File: config.mk
export PLATFORM = sky130hd
export DESIGN_NAME = frame_playback
export DESIGN_NICKNAME = d
export VERILOG_FILES = /design/src/rtl/fp_pkg.sv /design/src/rtl/fp_fetch.sv /design/src/rtl/fp_line.sv /design/src/rtl/fp_ctrl.sv /design/src/rtl/frame_playback.sv
export SDC_FILE = /design/constraint.sdc
export NUM_CORES = 1
export LEC_CHECK = 0
export ABC_AREA = 1
export BUFFER_PORTS_ARGS = -buffer_cell sky130_fd_sc_hd__buf_2
export CELL_PAD_IN_SITES_DETAIL_PLACEMENT = 0
export CELL_PAD_IN_SITES_GLOBAL_PLACEMENT = 1
export CORE_MARGIN = 2
export CORE_UTILIZATION = 48
export CTS_BUF_LIST = sky130_fd_sc_hd__clkbuf_8
export DETAILED_ROUTE_END_ITERATION = 7
export PLACE_DENSITY_LB_ADDON = 0.1
export SETUP_SLACK_MARGIN = 0.02
export SLEW_MARGIN = 15
export SYNTH_ARGS = -nofsm -noshare
export SYNTH_HDL_FRONTEND = slang
export SYNTH_HIERARCHICAL = 1
export SYNTH_SLANG_ARGS = --single-unit
File: constraint.sdc
create_clock -name clk -period 2.35 [get_ports clk]
set_input_delay 0.235 -clock clk [delete_from_list [all_inputs] [get_ports clk]]
set_output_delay 0.235 -clock clk [all_outputs]
set_load 0.03 [all_outputs]
File: src/rtl/fp_pkg.sv
package fp_pkg;

  typedef struct packed {
    logic       vld;
    logic [3:0] nib;
  } fp_slot_t;

  typedef enum logic [1:0] {
    FP_HUNT  = 2'd0,
    FP_PLAY  = 2'd1,
    FP_DRAIN = 2'd2
  } fp_state_e;

  localparam logic [3:0] SYNC_FIRST = 4'b1010;
  localparam logic [3:0] SYNC_SECOND = 4'b1011;
  localparam logic [3:0] PRE_NIB = 4'b0101;
  localparam logic [3:0] MARK_NIB = 4'b1111;
  localparam int PRE_LEN = 14;

  // Content of line position pos (0 = head) after the preamble load.
  // The pattern is anchored at the tail: delimiter last, preamble before it.
  function automatic fp_slot_t pre_slot(input int pos, input int depth);
    int from_tail;
    fp_slot_t s;
    from_tail = depth - 1 - pos;
    if (from_tail == 0)               s = '{vld: 1'b1, nib: SYNC_SECOND};
    else if (from_tail == 1)          s = '{vld: 1'b1, nib: SYNC_FIRST};
    else if (from_tail < PRE_LEN + 2) s = '{vld: 1'b1, nib: PRE_NIB};
    else                              s = '{vld: 1'b0, nib: 4'h0};
    return s;
  endfunction

  function automatic logic is_sync(input logic [3:0] older, input logic [3:0] newer);
    return (older == SYNC_FIRST) && (newer == SYNC_SECOND);
  endfunction

endpackage

File: src/rtl/fp_fetch.sv
module fp_fetch
  import fp_pkg::*;
#(
  parameter int ADDR_W  = 15,
  parameter int RUN_LEN = 24
) (
  input  logic              clk,
  input  logic              rst_n,
  input  logic              adv,
  input  logic              hunting,
  input  logic              playing,
  input  logic              rearm,
  input  logic [3:0]        mem_data,
  output logic [ADDR_W-1:0] mem_addr,
  output logic              delim_hit,
  output logic              eof_hit
);
  localparam int CW = $clog2(RUN_LEN + 1);

  logic [3:0]    held;
  logic [CW-1:0] ones_run;
  logic          is_mark;

  assign is_mark   = (mem_data == MARK_NIB);
  assign delim_hit = hunting && adv && is_sync(held, mem_data);
  assign eof_hit   = playing && adv && is_mark && (ones_run == CW'(RUN_LEN - 1));

  always_ff @(posedge clk or negedge rst_n) begin
    if (!rst_n) begin
      mem_addr <= '0;
      held     <= 4'h0;
      ones_run <= '0;
    end else begin
      if (adv) mem_addr <= mem_addr + 1'b1;
      if (rearm) held <= 4'h0;
      else if (adv) held <= mem_data;
      if (delim_hit) ones_run <= '0;
      else if (playing && adv) ones_run <= is_mark ? ones_run + 1'b1 : '0;
    end
  end

  // the run counter never passes the marker length inside a frame
  p_run_bounded_r7: assert property (@(posedge clk) disable iff (!rst_n)
    playing |-> (ones_run < CW'(RUN_LEN)));

endmodule

File: src/rtl/fp_line.sv
module fp_line
  import fp_pkg::*;
#(
  parameter int DEPTH = 24
) (
  input  logic     clk,
  input  logic     rst_n,
  input  logic     shift,
  input  logic     load_pre,
  input  logic     load_gap,
  input  fp_slot_t tail_in,
  output fp_slot_t head
);
  fp_slot_t [DEPTH-1:0] slot;
  fp_slot_t [DEPTH-1:0] nxt;

  for (genvar i = 0; i < DEPTH; i++) begin : g_slot
    if (i == DEPTH - 1) begin : g_tail
      assign nxt[i] = load_gap ? fp_slot_t'('0) :
                      load_pre ? pre_slot(i, DEPTH) :
                      shift    ? tail_in : slot[i];
    end else begin : g_body
      assign nxt[i] = load_gap ? fp_slot_t'('0) :
                      load_pre ? pre_slot(i, DEPTH) :
                      shift    ? slot[i+1] : slot[i];
    end
  end

  always_ff @(posedge clk or negedge rst_n) begin
    if (!rst_n) slot <= '0;
    else        slot <= nxt;
  end

  assign head = slot[0];

  // a preamble load and a gap load never coincide
  p_loads_apart_r4: assert property (@(posedge clk) disable iff (!rst_n)
    !(load_pre && load_gap));

endmodule

File: src/rtl/fp_ctrl.sv
module fp_ctrl
  import fp_pkg::*;
#(
  parameter int DEPTH = 24
) (
  input  logic clk,
  input  logic rst_n,
  input  logic delim_hit,
  input  logic eof_hit,
  output logic hunting,
  output logic playing,
  output logic draining,
  output logic rearm
);
  localparam int DCW = $clog2(DEPTH);

  fp_state_e      state;
  logic [DCW-1:0] gap_left;

  always_ff @(posedge clk or negedge rst_n) begin
    if (!rst_n) begin
      state    <= FP_HUNT;
      gap_left <= '0;
    end else begin
      case (state)
        FP_HUNT: if (delim_hit) state <= FP_PLAY;
        FP_PLAY: if (eof_hit) begin
          state    <= FP_DRAIN;
          gap_left <= DCW'(DEPTH - 1);
        end
        FP_DRAIN: if (gap_left == '0) state <= FP_HUNT;
                  else gap_left <= gap_left - 1'b1;
        default: state <= FP_HUNT;
      endcase
    end
  end

  assign hunting  = (state == FP_HUNT);
  assign playing  = (state == FP_PLAY);
  assign draining = (state == FP_DRAIN);
  assign rearm    = draining && (gap_left == '0);

  p_eof_to_drain_r6: assert property (@(posedge clk) disable iff (!rst_n)
    eof_hit |=> draining);
  p_play_after_delim_r3: assert property (@(posedge clk) disable iff (!rst_n)
    $rose(playing) |-> $past(delim_hit));
  p_rearm_hunt_r9: assert property (@(posedge clk) disable iff (!rst_n)
    $fell(draining) |-> hunting);

endmodule

File: src/rtl/frame_playback.sv
module frame_playback
  import fp_pkg::*;
#(
  parameter int ADDR_W = 15,
  parameter int DEPTH  = 24
) (
  input  logic              clk,
  input  logic              rst_n,
  input  logic              rd_en,
  output logic [ADDR_W-1:0] mem_addr,
  input  logic [3:0]        mem_data,
  output logic [3:0]        nib_out,
  output logic              nib_valid
);
  localparam int RUN_LEN = DEPTH;

  logic     adv, move;
  logic     delim_hit, eof_hit;
  logic     hunting, playing, draining, rearm;
  fp_slot_t head;

  assign adv  = rd_en && !draining;
  assign move = (playing && adv) || draining;

  fp_fetch #(.ADDR_W(ADDR_W), .RUN_LEN(RUN_LEN)) u_fetch (
    .clk(clk), .rst_n(rst_n), .adv(adv), .hunting(hunting),
    .playing(playing), .rearm(rearm), .mem_data(mem_data),
    .mem_addr(mem_addr), .delim_hit(delim_hit), .eof_hit(eof_hit)
  );

  fp_ctrl #(.DEPTH(DEPTH)) u_ctrl (
    .clk(clk), .rst_n(rst_n), .delim_hit(delim_hit), .eof_hit(eof_hit),
    .hunting(hunting), .playing(playing), .draining(draining), .rearm(rearm)
  );

  fp_line #(.DEPTH(DEPTH)) u_line (
    .clk(clk), .rst_n(rst_n), .shift(move), .load_pre(delim_hit),
    .load_gap(eof_hit), .tail_in('{vld: 1'b1, nib: mem_data}), .head(head)
  );

  assign nib_valid = move && head.vld;
  assign nib_out   = nib_valid ? head.nib : 4'h0;

  p_valid_needs_rd_r5: assert property (@(posedge clk) disable iff (!rst_n)
    nib_valid |-> rd_en);
  p_stall_r8: assert property (@(posedge clk) disable iff (!rst_n)
    draining |=> $stable(mem_addr));
  p_gap_silent_r8: assert property (@(posedge clk) disable iff (!rst_n)
    draining |-> (!nib_valid && nib_out == 4'h0));

endmodule

## Word level (Yosys, flattened, before mapping)

Cells that the tools add are included.

- Flip-flop bits (word level): 151
- Input bits: 7
- Logic and storage cells: 170

- $add $sub $neg: 3
- Equality and inequality tests: 10
- Muxes and demuxes: 85
- Reductions and logical operators: 19

Operator list:

| cell | number |
|---|---|
| $mux 5 | 77 |
| $add 15x1->15 const B | 1 |
| $eq 4x4->1 const B | 3 |
| $mux 4 | 3 |
| $pmux 5 s2 | 1 |
| $logic_and 1x1->1 | 9 |
| $mux 2 | 3 |
| $ne 2x1->1 const B | 3 |
| $pmux 2 s3 | 1 |
| $reduce_and 3->1 | 2 |
| $reduce_bool 2->1 | 3 |
| $add 5x1->5 const B | 1 |
| $eq 5x5->1 const B | 1 |
| $logic_not 5->1 | 1 |
| $sub 5x1->5 const B | 1 |
| $reduce_bool 3->1 | 1 |
| $eq 2x1->1 const B | 1 |
| $eq 2x2->1 const B | 1 |
| $logic_not 2->1 | 1 |
| $ne 2x2->1 const B | 1 |
| $logic_not 1->1 | 1 |
| $logic_or 1x1->1 | 1 |

## Depth between registers and ports, before layout

- Depth in word-level cells: 8
- Gate-level depth with buffers: 14
- Depth with buffers taken out: 11

## Cells and area by module

Netlist, hierarchy kept.

By module, submodules not included:

| module | times used | cells an instance | area an instance (µm²) | seq. area each (µm²) |
|---|---|---|---|---|
| fp_line | 1 | 636 | 5188.7 | 3002.9 |
| fp_fetch | 1 | 160 | 1290.0 | 600.6 |
| fp_ctrl | 1 | 51 | 407.9 | 175.2 |
| frame_playback | 1 | 16 | 65.1 | 0.0 |

## Least setup slack after synthesis

No wires, ideal clock.

- Path kind: flip-flop to flip-flop
- From: register u_ctrl.state[1]
- To: register u_line/slot[102] in the netlist's numbering
- Setup time: 0.117 ns
- Arrival time: 2.063 ns
- Path slack: 0.170 ns
- Cell stages (with the launch flop): 12
- Path buffers: 2
- Clock period less this slack: 2.180 ns
- Cells stage by stage: dfrtp_1 -> inv_1 -> nor2_4 -> nor2_1 -> nand2_2 -> nor3_4 -> and3_1 -> inv_1 -> buf_2 -> buf_2 -> nand2_1 -> nand2_1

- Word-level cells in the longest chain between the ends: 7
- Elaborated cells on any way between the ends: 14
- Those cells by class: eq/ne: 2; mux: 2; reduce/logical: 10

RTL lines:

| element | line | source |
|---|---|---|
| start, declared | fp_ctrl.sv:17 | `fp_state_e state;` |
| start signal, assigned | fp_ctrl.sv:22 | `state <= FP_HUNT;` |
| start signal, assigned | fp_ctrl.sv:26 | `FP_HUNT: if (delim_hit) state <= FP_PLAY;` |
| start signal, assigned | fp_ctrl.sv:28 | `state <= FP_DRAIN;` |
| $eq 2x2->1 * | fp_ctrl.sv:40 | `assign draining = (state == FP_DRAIN);` |
| net draining | frame_playback.sv:19 | `logic hunting, playing, draining, rearm;` |
| $logic_not 1->1 * | frame_playback.sv:22 | `assign adv = rd_en && !draining;` |
| $logic_and 1x1->1 * | frame_playback.sv:22 |  |
| net adv | frame_playback.sv:17 | `logic adv, move;` |
| $logic_and 1x1->1 * (3 in series) | fp_fetch.sv:26 | `assign eof_hit = playing && adv && is_mark && (ones_run == CW'(RUN_LEN - 1));` |
| net eof_hit | frame_playback.sv:18 | `logic delim_hit, eof_hit;` |
| $reduce_bool 3->1 (no line) / $mux 5 (equally long branches) | n/a |  |
| end signal, assigned | fp_line.sv:31 | `else slot <= nxt;` |
| end, declared | fp_line.sv:14 | `fp_slot_t [DEPTH-1:0] slot;` |

The timed path passes the listed nets; every way through them passes the cells marked *.
A chain may end at the register's enable or synchronous reset.

## Worst setup path in the final report

- From: register u_ctrl.state[0]
- To: output nib_out[0]

- Elaborated cells on any way between the ends: 8
- Those cells by class: eq/ne: 2; mux: 1; reduce/logical: 5

RTL lines:

| element | line | source |
|---|---|---|
| $eq 2x1->1 | fp_ctrl.sv:39 | `assign playing = (state == FP_PLAY);` |
| net playing | frame_playback.sv:19 |  |
| $logic_and 1x1->1 | frame_playback.sv:23 | `assign move = (playing && adv) \|\| draining;` |
| $logic_or 1x1->1 | frame_playback.sv:23 |  |
| net move | frame_playback.sv:17 |  |
| $logic_and 1x1->1 | frame_playback.sv:41 | `assign nib_valid = move && head.vld;` |
| $mux 4 | frame_playback.sv:42 | `assign nib_out = nib_valid ? head.nib : 4'h0;` |
| end, declared | frame_playback.sv:12 | `output logic [3:0] nib_out,` |

The timed path passes the listed nets, and every way through them passes these cells.

==> results.py <==
metrics = {
    "run_status": {
        "outcome": "completed",
    },
    "synthesis": {
        "synth_top_area_share": 0.544,
        "avgSynthCellArea_um2": 8.06,
        "ys_warn_count": 6,
        "syn_inst": 863,
        "ys_top_cells_by_count": "404 x nand2_1, 151 x dfrtp_1, 72 x a21oi_1, 70 x nand3_1, 39 x inv_1",
        "synth.most_common_cell": "nand2_1",
        "yosysUniqueCellTypes": 32,
        "ys_seq_area_frac": 0.544,
        "synth_area_leaders": "dfrtp_1 54%, nand2_1 22%, a21oi_1 5.2%, nand3_1 5.0%, inv_1 2.1%",
        "synthFlopType": "dfrtp_1",
        "ys_ff_latch": 151,
        "async_reset_ff_frac": 1.00,
        "synth_area_um2": 6950,
        "synth.largest_area_cell": "dfrtp_1",
        "synth_edf_count": 0,
        "syn_nets": 873,
    },
    "layout": {
        "stdcell_area_um2": 7680,
        "diodes": 0,
        "area_growth_pct": 10.5,
        "finalNonFillerCells": 1068,
        "n_fill_cell": 1330,
        "fin_util": 0.549,
        "drive_gt1_frac": 0.109,
        "nets": 885,
    },
    "detailed_routing": {
        "ant_nets": 0,
        "dr.pass1.iters": 5,
        "dr.first_iter.drc_count": 412,
        "drt-vias-per-instance": 5.09,
        "drc_errors": 0,
        "drt-wirelength-per-cell_um": 12.8,
        "drt_wl_total_um": 13700,
        "vias": 5438,
    },
    "floorplanning": {
        "coreArea_um2": 14000,
        "die_w_um": 124,
        "start_util": 0.497,
        "rows": 43,
        "die_y_um": 124,
        "dieArea_um2": 15500,
        "io_pins": 27,
    },
    "critical_path": {
        "critPathMaxFanout": 20,
        "start_kind": "flop",
        "criticalPathCategory": "flop to output pin",
        "worstSetupEndpointType": "output pin",
        "worstPathRequired_ns": 2.12,
        "arrival_ns": 1.88,
    },
    "sta": {
        "hold_viol_final": 0,
        "fin_skew_ns": 0.00732,
        "fin_crit_ns": 2.11,
        "fmax_mhz": 473,
        "whs_ns": 0.0747,
        "fin_crit_sh": 0.899,
        "layout_setup_ws_ns": 0.236,
        "relSlewSlack": 0.651,
        "rsz0062_at_grt": "no",
        "setup_viol": 0,
        "slew_viol_final": 0,
        "tightest_slew_ns": 0.523,
        "final.setup.tns_ns": 0,
    },
    "global_routing": {
        "grt_max_degree": 56,
        "grt_util_all_layers": 0.183,
        "antenna_found_initial": 0,
        "grt_first_pass_wirelength_um": 23800,
        "grt_pass1_vias": 5050,
        "grt_overflow_total": 0,
    },
    "power": {
        "finalPower_mw": 5.96,
        "vdd_ir_drop_max_mv": 0.459,
        "cellPowerDensity_nw_per_um2": 776,
        "power.leakage_nw": 4.14,
    },
    "job": {
        "max_cap_violations": 0,
    },
    "clock_network": {
        "worstSkewPairLatency_ns": 0.44,
        "clkSinkCount": 151,
        "cts_max_level": 4,
        "clkTransAtPathRegs_ns": 0.08,
        "cts_buffers": 17,
        "clock_path_buffers": 2,
        "cts_tree": "yes",
        "cts-root-buf": "clkbuf_8",
    },
    "placement": {
        "place_inst": 1032,
        "place_congestion": 0.753,
        "hpwl_um": 7570,
        "port-buffer-count": 26,
        "post_dp_cell_area_um2": 7210,
        "dp_slack_ns": 0.200,
    },
    "worst_hold_path": {
        "min_path_type": "input port to flop",
    },
}
-- routing by layer --
layer | vias to the layer above | track usage | share of wire
met2 | 87 | 0.297 | 0.47
li1 | 2729 | - | -
met3 | 11 | 0.0447 | 0.031
met4 | 0 | 0.0562 | 0.0088
met5 | - | 0 | 0
met1 | 2611 | 0.243 | 0.49
-- kinds of logic (layout without fill, tap and decap cells) --
| family | count (synthesis) | count (layout) | share of synthesized area |
|---|---|---|---|
| other | 1 | 1 | 0.000539 |
| AO/OA/AOI/OAI | 81 | 81 | 0.0592 |
| adder cells (fa/ha/maj) | 3 | 3 | 0.00540 |
| AND/OR/NAND/NOR | 523 | 523 | 0.316 |
| XOR/XNOR | 7 | 7 | 0.00882 |
| flip-flops | 151 | 151 | 0.544 |
| buffers and inverters | 97 | 122 | 0.0666 |
-- power breakdown --
group / internal, mW / switching, mW
sequential: 2.98 / 0.245
combinational: 0.304 / 0.510
clock: 0.976 / 0.938
-- area by class of cell --
class	count	area [um2]	area share
clock buffers	19	262	0.0341
clock inverters	13	116	0.0152
inverters	43	163	0.0212
multi-input cells	615	2720	0.355
flip-flops and latches	151	3780	0.492
well taps	180	225	0.0293
repair buffers	47	409	0.0533
-- state kept, by name, indices dropped and copies added, names as in the netlist --
register and flops:
u_ctrl/gap_left 5, u_ctrl/state 2, u_fetch/held 4, u_fetch/mem_addr 15, u_fetch/ones_run 5, u_line/head 5, u_line/slot 115
-- worst paths after layout --
kind	cells past startpoint	slack (ns)	startpoint	to
max in group asynchronous	3	1.29	rst_n	u_line/slot[108]
hold reg to reg	2	0.50	u_line/slot[118]	u_line/slot[118]
setup / recovery	8	0.24	u_ctrl/state[0]	nib_out[0]
hold / removal	3	0.07	mem_data[2]	u_line/slot[117]
setup reg to reg	10	0.28	u_ctrl/state[1]	u_line/slot[84]
min in group asynchronous	2	0.31	rst_n	u_fetch/mem_addr[7]
-- timing repair --
item,4_1_cts,5_1_grt
endpoints found under the setup margin,5,54
endpoints found under the hold margin,52,0
pin swaps,0,1
gates cloned,1,1
hold buffers,1,0
setup buffers,0,1
resized for setup,2,3
-- cells in the final DEF (no fill, tap or decap), types with 5 or more instances in the layout --
cell / netlist / routed
nand2_1: 404 / 404
nand4_1: 5 / 5
clkbuf_8: 0 / 19
a21oi_1: 72 / 72
dfrtp_1: 151 / 149
inv_1: 39 / 44
clkinv_2: 0 / 5
nand3_1: 70 / 70
nor2_4: 4 / 5
buf_4: 13 / 13
nor2_1: 18 / 17
nor3_1: 5 / 5
buf_2: 28 / 25
-- critical path: stages, from the launching register on --
cell,delay (ns)
dfrtp_2,0.42
inv_2,0.06
nor2_4,0.13
nand2_1,0.11
nand2_4,0.15
buf_16,0.18
nand2_2,0.10
nor2_1,0.09
buf_2,0.20
No activity file was read; power rests on OpenSTA's default activity.
